### config.mk
export PLATFORM = sky130hd
export DESIGN_NAME = ssp_status_reg
export DESIGN_NICKNAME = d
export VERILOG_FILES = /design/src/rtl/ssp_pkg.sv /design/src/rtl/ssp_pair_flag.sv /design/src/rtl/ssp_run_fsm.sv /design/src/rtl/ssp_irq_ctl.sv /design/src/rtl/ssp_status_reg.sv
export SDC_FILE = /design/constraint.sdc
export NUM_CORES = 1
export LEC_CHECK = 0
export BUFFER_PORTS_ARGS = -buffer_cell sky130_fd_sc_hd__buf_2
export CORE_MARGIN = 2
export CORE_UTILIZATION = 35
export DETAILED_ROUTE_END_ITERATION = 6
export PLACE_DENSITY = 0.71
export SLEW_MARGIN = 10
export SYNTH_ARGS = -nofsm -noshare
export SYNTH_HDL_FRONTEND = slang
export SYNTH_HIERARCHICAL = 1
export SYNTH_SLANG_ARGS = --single-unit
### constraint.sdc
create_clock -name clk -period 1.4 [get_ports clk]
set_input_delay 0.07 -clock clk [delete_from_list [all_inputs] [get_ports clk]]
set_output_delay 0.07 -clock clk [all_outputs]
set_load 0.02 [all_outputs]
### src/rtl/ssp_pkg.sv
package ssp_pkg;
    typedef enum logic [1:0] {
        RS_HALT     = 2'd0,
        RS_HALT_BRK = 2'd1,
        RS_BROKE    = 2'd2,
        RS_RUN      = 2'd3
    } run_state_t;

    localparam int CMD_CLR_HALT = 0;
    localparam int CMD_SET_HALT = 1;
    localparam int CMD_CLR_BRK  = 2;
    localparam int CMD_CLR_IRQ  = 3;
    localparam int CMD_SET_IRQ  = 4;
    localparam int CMD_FLAG0    = 5;
    localparam int STAT_HALT    = 0;
    localparam int STAT_BRK     = 1;
    localparam int STAT_FLAG0   = 5;
endpackage

### src/rtl/ssp_pair_flag.sv
module ssp_pair_flag (
    input  logic clk,
    input  logic rst_n,
    input  logic we_i,
    input  logic clr_i,
    input  logic set_i,
    output logic q_o
);
    always_ff @(posedge clk) begin
        if (!rst_n)
            q_o <= 1'b0;
        else if (we_i && set_i)
            q_o <= 1'b1;
        else if (we_i && clr_i)
            q_o <= 1'b0;
    end

    AST_FLAG_SET: assert property (@(posedge clk) disable iff (!rst_n)
        (we_i && set_i) |=> q_o);
    AST_FLAG_CLR: assert property (@(posedge clk) disable iff (!rst_n)
        (we_i && clr_i && !set_i) |=> !q_o);
    AST_FLAG_HOLD: assert property (@(posedge clk) disable iff (!rst_n)
        !we_i |=> $stable(q_o));
endmodule

### src/rtl/ssp_run_fsm.sv
module ssp_run_fsm
    import ssp_pkg::*;
(
    input  logic clk,
    input  logic rst_n,
    input  logic we_i,
    input  logic clr_halt_i,
    input  logic set_halt_i,
    input  logic clr_brk_i,
    input  logic brk_evt_i,
    output logic halt_o,
    output logic broke_o,
    output logic task_start_o
);
    run_state_t state_q, state_d;
    logic cur_h, cur_b, nxt_h, nxt_b, resume;

    always_comb begin
        unique case (state_q)
            RS_HALT:     begin cur_h = 1'b1; cur_b = 1'b0; end
            RS_HALT_BRK: begin cur_h = 1'b1; cur_b = 1'b1; end
            RS_BROKE:    begin cur_h = 1'b0; cur_b = 1'b1; end
            RS_RUN:      begin cur_h = 1'b0; cur_b = 1'b0; end
            default:     begin cur_h = 1'b1; cur_b = 1'b0; end
        endcase
        nxt_h = (we_i && set_halt_i) || (cur_h && !(we_i && clr_halt_i));
        nxt_b = brk_evt_i || (cur_b && !(we_i && clr_brk_i));
        unique case ({nxt_h, nxt_b})
            2'b10:   state_d = RS_HALT;
            2'b11:   state_d = RS_HALT_BRK;
            2'b01:   state_d = RS_BROKE;
            default: state_d = RS_RUN;
        endcase
        resume = we_i && (clr_halt_i || clr_brk_i) && (state_d == RS_RUN);
    end

    always_ff @(posedge clk) begin
        if (!rst_n) begin
            state_q      <= RS_HALT;
            task_start_o <= 1'b0;
        end else begin
            state_q      <= state_d;
            task_start_o <= resume;
        end
    end

    always_comb begin
        unique case (state_q)
            RS_HALT:     begin halt_o = 1'b1; broke_o = 1'b0; end
            RS_HALT_BRK: begin halt_o = 1'b1; broke_o = 1'b1; end
            RS_BROKE:    begin halt_o = 1'b0; broke_o = 1'b1; end
            RS_RUN:      begin halt_o = 1'b0; broke_o = 1'b0; end
            default:     begin halt_o = 1'b1; broke_o = 1'b0; end
        endcase
    end

    AST_HALT_SET: assert property (@(posedge clk) disable iff (!rst_n)
        (we_i && set_halt_i) |=> halt_o);
    AST_BRK_EVT: assert property (@(posedge clk) disable iff (!rst_n)
        brk_evt_i |=> broke_o);
    AST_START_RUN: assert property (@(posedge clk) disable iff (!rst_n)
        task_start_o |-> (!halt_o && !broke_o));
    AST_START_CAUSE: assert property (@(posedge clk) disable iff (!rst_n)
        task_start_o |-> $past(we_i && (clr_halt_i || clr_brk_i)));
endmodule

### src/rtl/ssp_irq_ctl.sv
module ssp_irq_ctl (
    input  logic clk,
    input  logic rst_n,
    input  logic we_i,
    input  logic clr_i,
    input  logic set_i,
    input  logic brk_evt_i,
    input  logic int_on_brk_i,
    output logic irq_o
);
    logic raise;

    assign raise = (we_i && set_i) || (brk_evt_i && int_on_brk_i);

    always_ff @(posedge clk) begin
        if (!rst_n)
            irq_o <= 1'b0;
        else if (raise)
            irq_o <= 1'b1;
        else if (we_i && clr_i)
            irq_o <= 1'b0;
    end

    AST_IRQ_SET: assert property (@(posedge clk) disable iff (!rst_n)
        (we_i && set_i) |=> irq_o);
    AST_IRQ_BRK: assert property (@(posedge clk) disable iff (!rst_n)
        (brk_evt_i && int_on_brk_i) |=> irq_o);
endmodule

### src/rtl/ssp_status_reg.sv
module ssp_status_reg
    import ssp_pkg::*;
#(
    parameter int NUM_SIG = 8,
    parameter int CMD_W   = 9 + 2 * NUM_SIG,
    parameter int STAT_W  = 7 + NUM_SIG
) (
    input  logic              clk,
    input  logic              rst_n,
    input  logic              cmd_we,
    input  logic [CMD_W-1:0]  cmd_data,
    input  logic              brk_evt,
    output logic [STAT_W-1:0] status,
    output logic              irq,
    output logic              task_start
);
    localparam int NUM_FLAG = 2 + NUM_SIG;

    logic              halt, broke;
    logic [NUM_FLAG-1:0] flag_q;

    ssp_run_fsm u_run (
        .clk          (clk),
        .rst_n        (rst_n),
        .we_i         (cmd_we),
        .clr_halt_i   (cmd_data[CMD_CLR_HALT]),
        .set_halt_i   (cmd_data[CMD_SET_HALT]),
        .clr_brk_i    (cmd_data[CMD_CLR_BRK]),
        .brk_evt_i    (brk_evt),
        .halt_o       (halt),
        .broke_o      (broke),
        .task_start_o (task_start)
    );

    for (genvar i = 0; i < NUM_FLAG; i++) begin : g_flag
        ssp_pair_flag u_flag (
            .clk   (clk),
            .rst_n (rst_n),
            .we_i  (cmd_we),
            .clr_i (cmd_data[CMD_FLAG0 + 2*i]),
            .set_i (cmd_data[CMD_FLAG0 + 2*i + 1]),
            .q_o   (flag_q[i])
        );
    end

    // flag index 1 is interrupt-on-break
    ssp_irq_ctl u_irq (
        .clk          (clk),
        .rst_n        (rst_n),
        .we_i         (cmd_we),
        .clr_i        (cmd_data[CMD_CLR_IRQ]),
        .set_i        (cmd_data[CMD_SET_IRQ]),
        .brk_evt_i    (brk_evt),
        .int_on_brk_i (flag_q[1]),
        .irq_o        (irq)
    );

    always_comb begin
        status = '0;
        status[STAT_HALT] = halt;
        status[STAT_BRK]  = broke;
        status[STAT_W-1:STAT_FLAG0] = flag_q;
    end

    AST_RSVD_ZERO: assert property (@(posedge clk) disable iff (!rst_n)
        status[4:2] == 3'b000);
    AST_IDLE_HOLD: assert property (@(posedge clk) disable iff (!rst_n)
        (!cmd_we && !brk_evt) |=> $stable(status));
endmodule

# [After elaboration in Yosys (flattened, before gate mapping)]
# Cells that the tools add are included.
[word_totals] output_inout_bits=17 wordCells=97 regBits=14
[op_classes] n_reduce_logical=52 n_eq_ne=7 n_mux=25
[op_table] op="logical AND 1 bit" n=30
[op_table] op="two-way mux 1 bit" n=22
[op_table] op="nonzero test 2 bit" n=11
[op_table] op="equality test 2 bit (second input constant)" n=5
[op_table] op="OR reduction 2 bit" n=4
[op_table] op="one-hot mux 2 bit (3 select lines)" n=1
[op_table] op="equality test 2 x 1 -> 1 bit (second input constant)" n=2
[op_table] op="logical OR 1 bit" n=4
[op_table] op="one-hot mux 1 bit (2 select lines)" n=2
[op_table] op="zero test 1 bit" n=2
[op_table] op="zero test 2 bit" n=1

# [Depth between registers and ports, before layout]
# Gate-level depths: netlist of run 1.
[logic_depth] depth_word=9 depth_mapped=6 depth_no_buf=6

# [Hierarchy]
# Netlist of run 1, hierarchy kept.
[by_module_without_submodules] mod="ssp_pair_flag" seq_area_each_um2=20.0 cells_per_inst=4 area_per_inst_um2=38.8 instances=10
[by_module_without_submodules] mod="ssp_run_fsm" seq_area_each_um2=60.1 cells_per_inst=19 area_per_inst_um2=188.9 instances=1
[by_module_without_submodules] mod="ssp_irq_ctl" seq_area_each_um2=20.0 cells_per_inst=4 area_per_inst_um2=43.8 instances=1
[by_module_without_submodules] mod="ssp_status_reg" seq_area_each_um2=0.0 cells_per_inst=6 area_per_inst_um2=41.3 instances=1

# [Worst setup path before layout of run 1]
# Ideal clock, no wire load.
[synth_timing] kind="reg2reg" startpoint="register u_run.state_q[0]" endpoint="register u_run.state_q[1]" setup_ns=0.115 arrival_ns=1.206 path_buffers=0 path_stages_with_launch=7 path_slack_ns=0.079 cell_sequence="dfxtp_1 -> inv_1 -> ha_1 -> a21oi_2 -> or2_1 -> ha_1 -> o21a_1"
[synth_between] elab_chain_len=7
[synth_rtl] item="from (decl)" line_no="ssp_run_fsm.sv:15" rtl="run_state_t state_q, state_d;"
[synth_rtl] item="from (signal assigned)" line_no="ssp_run_fsm.sv:42" rtl="state_q <= state_d;"
[synth_rtl] item="equality test 2 bit (tied with other cells)" line_no="ssp_run_fsm.sv:19" rtl="unique case (state_q)"
[synth_rtl] item="OR reduction 2 bit (no line)"
[synth_rtl] item="one-hot mux 1 bit (2 select lines)" line_no="ssp_run_fsm.sv:19"
[synth_rtl] item="logical AND 1 bit, on equally long branches" line_no="ssp_run_fsm.sv:27, ssp_run_fsm.sv:26"
[synth_rtl] item="logical OR 1 bit, on equally long branches" line_no="ssp_run_fsm.sv:27, ssp_run_fsm.sv:26"
[synth_rtl] item="equality test 2 x 1 -> 1 bit / equality test 2 bit (equally long branches)" line_no="ssp_run_fsm.sv:28" rtl="unique case ({nxt_h, nxt_b})"
[synth_rtl] item="one-hot mux 2 bit (3 select lines) (*)" line_no="ssp_run_fsm.sv:28"
# Every way passes the cells marked *; elsewhere a longest branch is shown, timed or not.
# A chain may end at the register's enable or synchronous reset.

# [Worst setup path in the final report of run 1]
# Ends and elaborated chain as after synthesis.

==> run_results.csv, run 1 <==
group,metric,value,unit
pwr,power.internal,0.636,mW
timing,finalClockSkew,0.00347,ns
floorplanning,pin_count,46,
detailed_routing,via_count,647,
worst_setup_path,crit_slowest_cell,"sky130_fd_sc_hd__dfxtp_2",
grt,grt_use_met2,23.5,%
grt,first_global_vias,579,
synth,synth.yosys.seq_area_share,42.3,%
run,drv.max_cap_violation_count,0,
worst_setup_path,rrSetupSlack,0.05,ns
floorplanning,std_cell_rows,15,
worst_setup_path,cp_data_required_time,1.58,ns
placed_design,globalplace.congestion,0.719,
synth,fraction_of_registers_with_async_set_reset,0,%
clock_tree,clock_tree.root_cell,"sky130_fd_sc_hd__clkbuf_4",
pwr,power.switching,0.278,mW
synth,synth_top_cells_by_area,"sky130_fd_sc_hd__dfxtp_1 (42%), sky130_fd_sc_hd__a31o_1 (13%), sky130_fd_sc_hd__and3_1 (9.5%)",
synth,post_synth_edffs,0,
synth,synth_ff_type,"sky130_fd_sc_hd__dfxtp_1",
placed_design,detailed_place_hpwl,1120,um
final_layout,finalNetCount,148,
clock_tree,cts-root-to-sink-buffers,2,
synth,area_share_of_xor_xnor_cells_in_the_synthesized_design,0,%
floorplanning,start_util,37.9,%
clock_tree,clk_latency,0.27,ns
detailed_routing,detail-route-antenna-nets,0,
pwr,netSwitchingFraction,30.4,%
outcome,run_status,"complete, no violations",
grt,grt_overflow,0,
timing,unrepaired_setup_endpoints_after_global_routing,"no",
synth,yosys.area_share.simple,18.7,%
grt,use_met1,17.2,%
grt,grt_pass1_wl,2270,um
grt,busiest_layer,"met2",
placed_design,numPortBuffers,42,
timing,setup-violations-final,0,
synth,synth_top_cells_by_count,"sky130_fd_sc_hd__dfxtp_1 (14), sky130_fd_sc_hd__nand2_1 (11), sky130_fd_sc_hd__a31o_1 (10), sky130_fd_sc_hd__and3_1 (10)",
grt,global_route.usage.total,14.5,%
detailed_routing,totalWireLength,1460,um
synth,synth_area,662,um^2
floorplanning,design.die.area,2250,um^2
synth,yosys.cell_types.count,17,
timing,final_cycle_utilization_of_the_critical_path,96.1,%
pwr,share_clk_of_total_power,24.7,%
clock_tree,cts_tree,"built",
detailed_routing,post-route-drc-count,0,
worst_setup_path,worst-path-max-fanout,2,
clock_tree,cts_setup_buffers,0,
hold_path,hold_class,"in -> reg",
clock_tree,post_cts.resized_instances,1,
floorplanning,die_w,47.5,um
grt,maximum_number_of_pins_on_one_net_before_global_route_repair,25,
synth,synthMostInstantiatedCell,"sky130_fd_sc_hd__dfxtp_1",
worst_setup_path,worstReg2RegEnd,"u_run/state_q[1]",
floorplanning,core_region_area,1750,um^2
grt,routing_usage_on_met3,3.77,%
worst_setup_path,reg2reg_from,"u_run/state_q[0]",
timing,fin_hold_ws,0.0783,ns
pwr,largest_vdd_supply_drop,518,uV
worst_setup_path,worstRegToRegCells,6,
clock_tree,clkSlewWorstSetupHoldPaths,0.08,ns
final_layout,layout-drive-gt1-share,45.5,%
final_layout,final.fill_count,186,
final_layout,synthToLayoutAreaGrowth,39.7,%
timing,hold_viol_final,0,
final_layout,num_antenna_cells,0,
worst_setup_path,critical-path-max-stage-delay,0.33,ns
pwr,fin_total_pwr,0.914,mW
floorplanning,floorplan.die.height,47.5,um
pwr,p_per_area,988,nW/um^2
clock_tree,tritoncts.num_buffers,3,
final_layout,stdcell_area,925,um^2
pwr,seqPwrFrac,48.9,%
worst_setup_path,worst-endpoint-arrival,1.52,ns
clock_tree,post_cts_hold_buffer_count,0,
timing,final.min_clock_period,1.35,ns
worst_setup_path,timing.critical_path.max_delay_family,"adder cells",
hold_path,worst_hold_path.num_cells,2,
detailed_routing,drt-vias-per-instance,4.72,
timing,max_freq,0.743,GHz
hold_path,timing.hold.worst_endpoint,"u_run/task_start_o",
synth,synth_top_area_cell,"sky130_fd_sc_hd__dfxtp_1",
timing,final.setup.tns,0,ns
grt,grt_antenna_before_repair,0,
worst_setup_path,crit_chain,"inv_1 > ha_4 > a21oi_2 > or2_1 > ha_2 > o21a_1",
worst_setup_path,criticalPathCategory,"reg -> reg",
worst_setup_path,critPathBufInv,1,
synth,yosys-mux-area-fraction,0,%
detailed_routing,drt_iter0_markers,2,
synth,synth-compound-area-share,22.1,%
worst_setup_path,worstSetupEndpointType,"flop",
synth,netlist_instances,69,
pwr,leak,0.508,nW
detailed_routing,drt_pass1_iterations,2,
synth,synth.avg_cell_area,9.59,um^2
clock_tree,cts_htree_levels,1,
synth,synth_top_family_by_area,"compound AO/OA/AOI/OAI gates",
hold_path,min-delay-start,"cmd_data[2]",
worst_setup_path,cp-start-kind,"flop",
synth,netlist.area_leader.share,42.3,%
synth,count_of_state_elements_after_synthesis,14,
clock_tree,sinks_on_the_clock_net,14,
detailed_routing,routedWlPerCell,10.7,um
timing,timing.final.max_slew_violations,0,
synth,number_of_warnings_reported_in_the_yosys_synthesis_log,6,
placed_design,post_dp_cell_area,881,um^2
synth,synthAdderAreaFrac,9.45,%
pwr,comb_power_share,26.5,%
==> layout make-up <==
type	instances	area [um^2]	area share, %
inverter	2	7.51	0.812
timing repair buffer	43	218	23.5
tap	25	31.3	3.38
multi-input combinational	50	364	39.4
sequential	14	282	30.4
clock buffer	3	22.5	2.44
==> power groups by stage <==
stage / Combinational [mW] / Sequential (mW) / Clock (mW)
5_1_grt: 0.272 / 0.451 / 0.255
3_3_place_gp: 0.224 / 0.452 / 0
3_5_place_dp: 0.233 / 0.454 / 0
6_report: 0.242 / 0.447 / 0.225
2_1_floorplan: 0.122 / 0.482 / 0
4_1_cts: 0.242 / 0.446 / 0.238
==> layout by cell type, fill, tap and decap left out <==
cell                       count
sky130_fd_sc_hd__a31o_1       10
sky130_fd_sc_hd__nor2b_1       1
sky130_fd_sc_hd__nand2_1      11
sky130_fd_sc_hd__a22oi_2       1
sky130_fd_sc_hd__ha_4          1
sky130_fd_sc_hd__clkbuf_4      3
sky130_fd_sc_hd__buf_4         1
sky130_fd_sc_hd__inv_1         2
sky130_fd_sc_hd__buf_2        42
sky130_fd_sc_hd__ha_1          3
sky130_fd_sc_hd__dfxtp_2       1
sky130_fd_sc_hd__dfxtp_1      13
sky130_fd_sc_hd__a21boi_0      1
sky130_fd_sc_hd__a22o_1        1
sky130_fd_sc_hd__ha_2          1
sky130_fd_sc_hd__nor2_1        2
sky130_fd_sc_hd__a21oi_2       1
sky130_fd_sc_hd__and3_1       10
sky130_fd_sc_hd__or2_1         1
sky130_fd_sc_hd__conb_1        3
sky130_fd_sc_hd__o2111a_1      1
sky130_fd_sc_hd__o21a_1        2
==> how the worst max path moves through the flow <==
| stage | startpoint | endpoint | slack [ns] | cells after the start |
|---|---|---|---|---|
| after floorplan | u_run/state_q[0] | u_run/state_q[1] | 0.08 | 6 |
| after global placement | u_run/state_q[0] | u_run/state_q[1] | 0.06 | 6 |
| after detailed placement | u_run/state_q[0] | u_run/state_q[1] | 0.005 | 6 |
| after CTS | u_run/state_q[0] | u_run/state_q[1] | 0.02 | 6 |
| after global routing | u_run/state_q[0] | u_run/state_q[0] | 0.01 | 6 |
| final | u_run/state_q[0] | u_run/state_q[1] | 0.05 | 6 |
==> registers in the layout (all words and copies together) (netlist names) <==
signal and cells:
g_flag.u_flag/q_o 10, u_run/state_q 2, u_irq/irq_o 1, u_run/task_start_o 1
==> metal layers <==
metal | wire [um] | vias to the layer above
li1 | - | 328
met1 | 644 | 290
met2 | 688 | 27
met3 | 121 | 2
met4 | 6 | 0
met5 | 0 | -
==> logic make-up (layout without fill, tap and decap cells) <==
kind of cell / count (synthesis) / after routing
flops: 14 / 14
buf+inv: 7 / 48
fa+ha+maj: 5 / 5
compound gates: 17 / 17
simple gates: 25 / 25
other cells: 1 / 3
==> stage by stage <==
step	cells	setup slack (ns)	utilization [%]
2_1_floorplan	71	0.0794	-
3_3_place_gp	134	0.0641	50.5
3_5_place_dp	134	0.00461	50.5
4_1_cts	137	0.0215	52.5
5_1_grt	137	0.0111	53.0
6_report	137	0.0539	53.0
(Power assumes the default switching activity.)
==> run 2, diff against run 1 <==
--- a/config.mk
+++ b/config.mk
@@ -6,6 +6,7 @@
 export NUM_CORES = 1
 export LEC_CHECK = 0
 export BUFFER_PORTS_ARGS = -buffer_cell sky130_fd_sc_hd__buf_2
+export CORE_ASPECT_RATIO = 0.7
 export CORE_MARGIN = 2
 export CORE_UTILIZATION = 35
 export DETAILED_ROUTE_END_ITERATION = 6
==> run_results.csv, run 2 (synthesized netlist as in run 1, its figures left out) <==
group,metric,value,unit
placed_design,numPortBuffers,42,
detailed_routing,via_count,661,
floorplanning,design.die.area,2260,um^2
final_layout,largest_reg_flops,10,
grt,first_global_vias,559,
clock_tree,cts-root-to-sink-buffers,2,
detailed_routing,drt_iter0_markers,11,
detailed_routing,detail-route-antenna-nets,0,
clock_tree,sinks_on_the_clock_net,14,
clock_tree,post_cts_hold_buffer_count,0,
placed_design,dp_slack,-0.00325,ns
final_layout,multi_input_comb_area,362,um^2
worst_setup_path,timing.critical_path.max_delay_family,"adder cells",
timing,timing.final.max_slew_violations,0,
placed_design,detailed_place_hpwl,1190,um
timing,setup-violations-final,0,
final_layout,largest_registers,"g_flag.u_flag/q_o x10, u_run/state_q x2",
worst_setup_path,critical-path-max-stage-delay,0.33,ns
worst_setup_path,criticalPathCategory,"reg -> reg",
final_layout,layout.area.seq,282,um^2
final_layout,mostFrequentLayoutCell,"sky130_fd_sc_hd__buf_2",
floorplanning,die_w,56.0,um
final_layout,registers.top_by_ff_count,"g_flag.u_flag/q_o",
grt,grt_antenna_before_repair,0,
clock_tree,cts_htree_levels,1,
final_layout,synthToLayoutAreaGrowth,38.8,%
hold_path,hold_class,"in -> reg",
floorplanning,floorplan.die.height,40.4,um
final_layout,finalNetCount,148,
final_layout,layout.cells.most_common_list,"sky130_fd_sc_hd__buf_2 (42), sky130_fd_sc_hd__dfxtp_1 (13), sky130_fd_sc_hd__nand2_1 (11)",
worst_setup_path,critPathBufInv,1,
pwr,p_per_area,986,nW/um^2
timing,unrepaired_setup_endpoints_after_global_routing,"no",
clock_tree,tritoncts.num_buffers,3,
worst_setup_path,cp-start-kind,"flop",
detailed_routing,drt-vias-per-instance,4.93,
clock_tree,cts_tree,"built",
worst_setup_path,crit_chain,"inv_1 > ha_4 > a21oi_2 > or2_1 > ha_1 > o21a_1",
worst_setup_path,worstSetupEndpointType,"flop",
grt,maximum_number_of_pins_on_one_net_before_global_route_repair,25,
run,drv.max_cap_violation_count,0,
timing,final.min_clock_period,1.35,ns
timing,setup_slack,0.0507,ns
grt,grt_pass1_wl,2370,um
clock_tree,clkSlewWorstSetupHoldPaths,0.08,ns
final_layout,layout-drive-gt1-share,44.6,%
timing,finalClockSkew,0.00265,ns
worst_setup_path,worst-endpoint-arrival,1.52,ns
pwr,leak,0.510,nW
timing,hold_viol_final,0,
floorplanning,core_region_area,1820,um^2
final_layout,final.fill_count,182,
final_layout,num_antenna_cells,0,
floorplanning,start_util,36.3,%
detailed_routing,totalWireLength,1500,um
floorplanning,pin_count,46,
worst_setup_path,cp_data_required_time,1.57,ns
outcome,run_status,"complete, no violations",
clock_tree,clk_latency,0.27,ns
detailed_routing,routedWlPerCell,11.2,um
worst_setup_path,worst-path-max-fanout,2,
timing,final_cycle_utilization_of_the_critical_path,96.4,%
detailed_routing,drt_pass1_iterations,5,
pwr,largest_vdd_supply_drop,457,uV
worst_setup_path,crit_slowest_cell,"sky130_fd_sc_hd__dfxtp_2",
grt,global_route.usage.total,14.4,%
placed_design,globalplace.congestion,0.613,
floorplanning,std_cell_rows,13,
clock_tree,clock_tree.root_cell,"sky130_fd_sc_hd__clkbuf_4",
grt,grt_overflow,0,
detailed_routing,post-route-drc-count,0,
pwr,fin_total_pwr,0.906,mW
timing,max_freq,0.741,GHz
-- run 2: timing repair --
action	4_1_cts	5_1_grt
setup endpoints to repair	1	2
setup buffers	0	0
gates resized for setup	1	2
cloned	0	0
-- run 2: final cells by class --
cell class | count | share of cell area (%)
multi-input combinational | 50 | 39.4
tap | 22 | 3.00
sequential | 14 | 30.7
clock buffer | 3 | 2.45
inverter | 2 | 0.817
timing repair buffer | 43 | 23.7
-- run 2: per-layer routing --
layer,wire length (um),vias up,track usage (%)
met4,11,0,5.36
met5,0,-,0
met3,169,2,8.06
met2,675,29,24.7
met1,638,300,15.5
li1,-,330,-
-- run 2: final timing paths --
check                             from                   end  slack (ns)  cells after the start
hold / removal             cmd_data[2]    u_run/task_start_o        0.08                      2
hold reg to reg   g_flag[3].u_flag/q_o  g_flag[3].u_flag/q_o        0.47                      1
setup reg to reg      u_run/state_q[0]      u_run/state_q[1]        0.05                      6
setup / recovery      u_run/state_q[0]      u_run/state_q[1]        0.05                      6
-- run 2: power by group --
part	internal, mW	switching (mW)
Sequential	0.430	0.0162
Combinational	0.106	0.134
Clock	0.0995	0.119
Total	0.636	0.270
-- run 2: stage by stage --
stage | utilization (%) | cell area [um^2] | std cells | TNS, ns | hold WS, ns
6_report | 50.4 | 918 | 134 | 0 | 0.0838
5_1_grt | 50.4 | 918 | 134 | 0 | 0.0714
4_1_cts | 49.5 | 901 | 134 | 0 | 0.0836
3_5_place_dp | 48.1 | 877 | 131 | -0.00325 | 0.375
3_3_place_gp | 48.1 | 877 | 131 | 0 | 0.367
2_1_floorplan | - | 669 | 71 | 0 | 0.187
==> run 3, diff against run 2 <==
--- a/config.mk
+++ b/config.mk
@@ -10,7 +10,7 @@
 export CORE_MARGIN = 2
 export CORE_UTILIZATION = 35
 export DETAILED_ROUTE_END_ITERATION = 6
-export PLACE_DENSITY = 0.71
+export PLACE_DENSITY_LB_ADDON = 0.15
 export SLEW_MARGIN = 10
 export SYNTH_ARGS = -nofsm -noshare
 export SYNTH_HDL_FRONTEND = slang
==> run_results.csv, run 3 (synthesized netlist as in run 1, its figures left out) <==
group,metric,value,unit
clock_tree,cts_tree,"built",
final_layout,layout-drive-gt1-share,46.4,%
clock_tree,cts-root-to-sink-buffers,2,
detailed_routing,via_count,632,
hold_path,hold_class,"in -> reg",
run,drv.max_cap_violation_count,0,
worst_setup_path,worstReg2RegEnd,"u_run/state_q[1]",
grt,first_global_vias,568,
clock_tree,clk_latency,0.27,ns
placed_design,globalplace.congestion,0.624,
clock_tree,tritoncts.num_buffers,3,
detailed_routing,routedWlPerCell,10.9,um
grt,global_route.usage.total,14.8,%
final_layout,final.fill_count,195,
detailed_routing,totalWireLength,1470,um
final_layout,layout.area.seq,282,um^2
final_layout,multi_input_comb_area,364,um^2
final_layout,finalNetCount,148,
final_layout,layout.cells.most_common_list,"sky130_fd_sc_hd__buf_2 (42), sky130_fd_sc_hd__dfxtp_1 (13), sky130_fd_sc_hd__nand2_1 (11)",
worst_setup_path,worstRegToRegCells,6,
detailed_routing,drt_pass1_iterations,2,
clock_tree,clkSlewWorstSetupHoldPaths,0.08,ns
pwr,p_per_area,982,nW/um^2
floorplanning,std_cell_rows,13,
final_layout,final_core_utilization,50.5,%
worst_setup_path,worstSetupEndpoint,"u_run/state_q[1]",
grt,grt_overflow,0,
detailed_routing,drt_iter0_markers,11,
final_layout,largest_registers,"g_flag.u_flag/q_o x10, u_run/state_q x2",
clock_tree,cts_setup_buffers,0,
timing,finalClockSkew,0.000373,ns
grt,maximum_number_of_pins_on_one_net_before_global_route_repair,25,
final_layout,num_antenna_cells,0,
placed_design,detailed_place_hpwl,1140,um
timing,max_freq,0.751,GHz
worst_setup_path,criticalPathCategory,"reg -> reg",
timing,final_cycle_utilization_of_the_critical_path,95.1,%
clock_tree,post_cts_hold_buffer_count,0,
detailed_routing,drt-vias-per-instance,4.72,
floorplanning,floorplan.die.height,40.4,um
clock_tree,sinks_on_the_clock_net,14,
final_layout,registers.top_by_ff_count,"g_flag.u_flag/q_o",
worst_setup_path,rrSetupSlack,0.07,ns
detailed_routing,post-route-drc-count,0,
grt,grt_antenna_before_repair,0,
worst_setup_path,cp-start-kind,"flop",
timing,final.min_clock_period,1.33,ns
grt,grt_pass1_wl,2460,um
timing,setup-violations-final,0,
pwr,fin_total_pwr,0.904,mW
worst_setup_path,worst-endpoint-arrival,1.50,ns
hold_path,worst_hold_path.num_cells,2,
hold_path,min-delay-start,"cmd_data[2]",
floorplanning,die_w,56.0,um
detailed_routing,detail-route-antenna-nets,0,
placed_design,numPortBuffers,42,
worst_setup_path,worstSetupEndpointType,"flop",
worst_setup_path,worst-path-max-fanout,2,
pwr,largest_vdd_supply_drop,620,uV
final_layout,mostFrequentLayoutCell,"sky130_fd_sc_hd__buf_2",
final_layout,largest_reg_flops,10,
floorplanning,pin_count,46,
worst_setup_path,cp_data_required_time,1.57,ns
floorplanning,core_region_area,1820,um^2
clock_tree,cts_htree_levels,1,
outcome,run_status,"complete, no violations",
clock_tree,clock_tree.root_cell,"sky130_fd_sc_hd__clkbuf_4",
pwr,leak,0.508,nW
timing,timing.final.max_slew_violations,0,
floorplanning,start_util,36.3,%
worst_setup_path,launching_element_of_the_worst_setup_path,"u_run/state_q[0]",
floorplanning,design.die.area,2260,um^2
worst_setup_path,reg2reg_from,"u_run/state_q[0]",
timing,unrepaired_setup_endpoints_after_global_routing,"yes",
final_layout,synthToLayoutAreaGrowth,39.1,%
timing,hold_viol_final,0,
==> run 3: cell counts in the layout (fill, tap and decap cells not counted) <==
Identical to the previous run, type by type.
==> run 3: layer usage <==
layer / wire length, um / global-route usage [%]
met1: 656 / 16.7
met3: 113 / 6.45
met5: 0 / 0
met2: 695 / 26.8
met4: 0 / 3.57
==> run 3: power breakdown <==
group / switching [mW] / internal, mW
Sequential: 0.0174 / 0.431
Combinational: 0.134 / 0.107
Clock: 0.116 / 0.0995
Total: 0.267 / 0.637
==> run 3: worst min path at each step <==
stage | to | slack, ns
floorplan | u_run/state_q[1] | 0.19
global placement | u_run/task_start_o | 0.36
detailed placement | u_run/task_start_o | 0.37
CTS | u_run/task_start_o | 0.08
global route | u_run/task_start_o | 0.08
finish | u_run/task_start_o | 0.09
==> run 3: what timing repair did <==
item | 4_1_cts | 5_1_grt
resized for setup | 1 | 4
setup endpoints to repair | 1 | 3
pin swaps | 0 | 2
hold endpoints to repair | 0 | 0
==> run 3: through the flow <==
step / TNS (ns) / area [um^2] / hold slack, ns / cells / setup WS, ns
after global routing: -0.00540 / 921 / 0.0819 / 134 / -0.00540
after detailed placement: 0 / 877 / 0.371 / 131 / 0.00144
after global placement: 0 / 877 / 0.363 / 131 / 0.0554
after CTS: 0 / 912 / 0.0812 / 134 / 0.0253
after floorplan: 0 / 669 / 0.187 / 71 / 0.0794
final: 0 / 921 / 0.0868 / 134 / 0.0690
==> run 3: area by class of cell <==
type,count,share of cell area [%]
Sequential cell,14,30.6
Multi-Input combinational cell,50,39.5
Inverter,2,0.815
Clock buffer,3,2.45
Tap cell,22,2.99
Timing Repair Buffer,43,23.6
==> run 3: critical path, cell delays in order, from the launching register on <==
cell	delay, ns
sky130_fd_sc_hd__dfxtp_2	0.34
sky130_fd_sc_hd__inv_2	0.04
sky130_fd_sc_hd__ha_4	0.26
sky130_fd_sc_hd__a21oi_2	0.04
sky130_fd_sc_hd__or2_1	0.23
sky130_fd_sc_hd__ha_2	0.18
sky130_fd_sc_hd__o21a_1	0.15
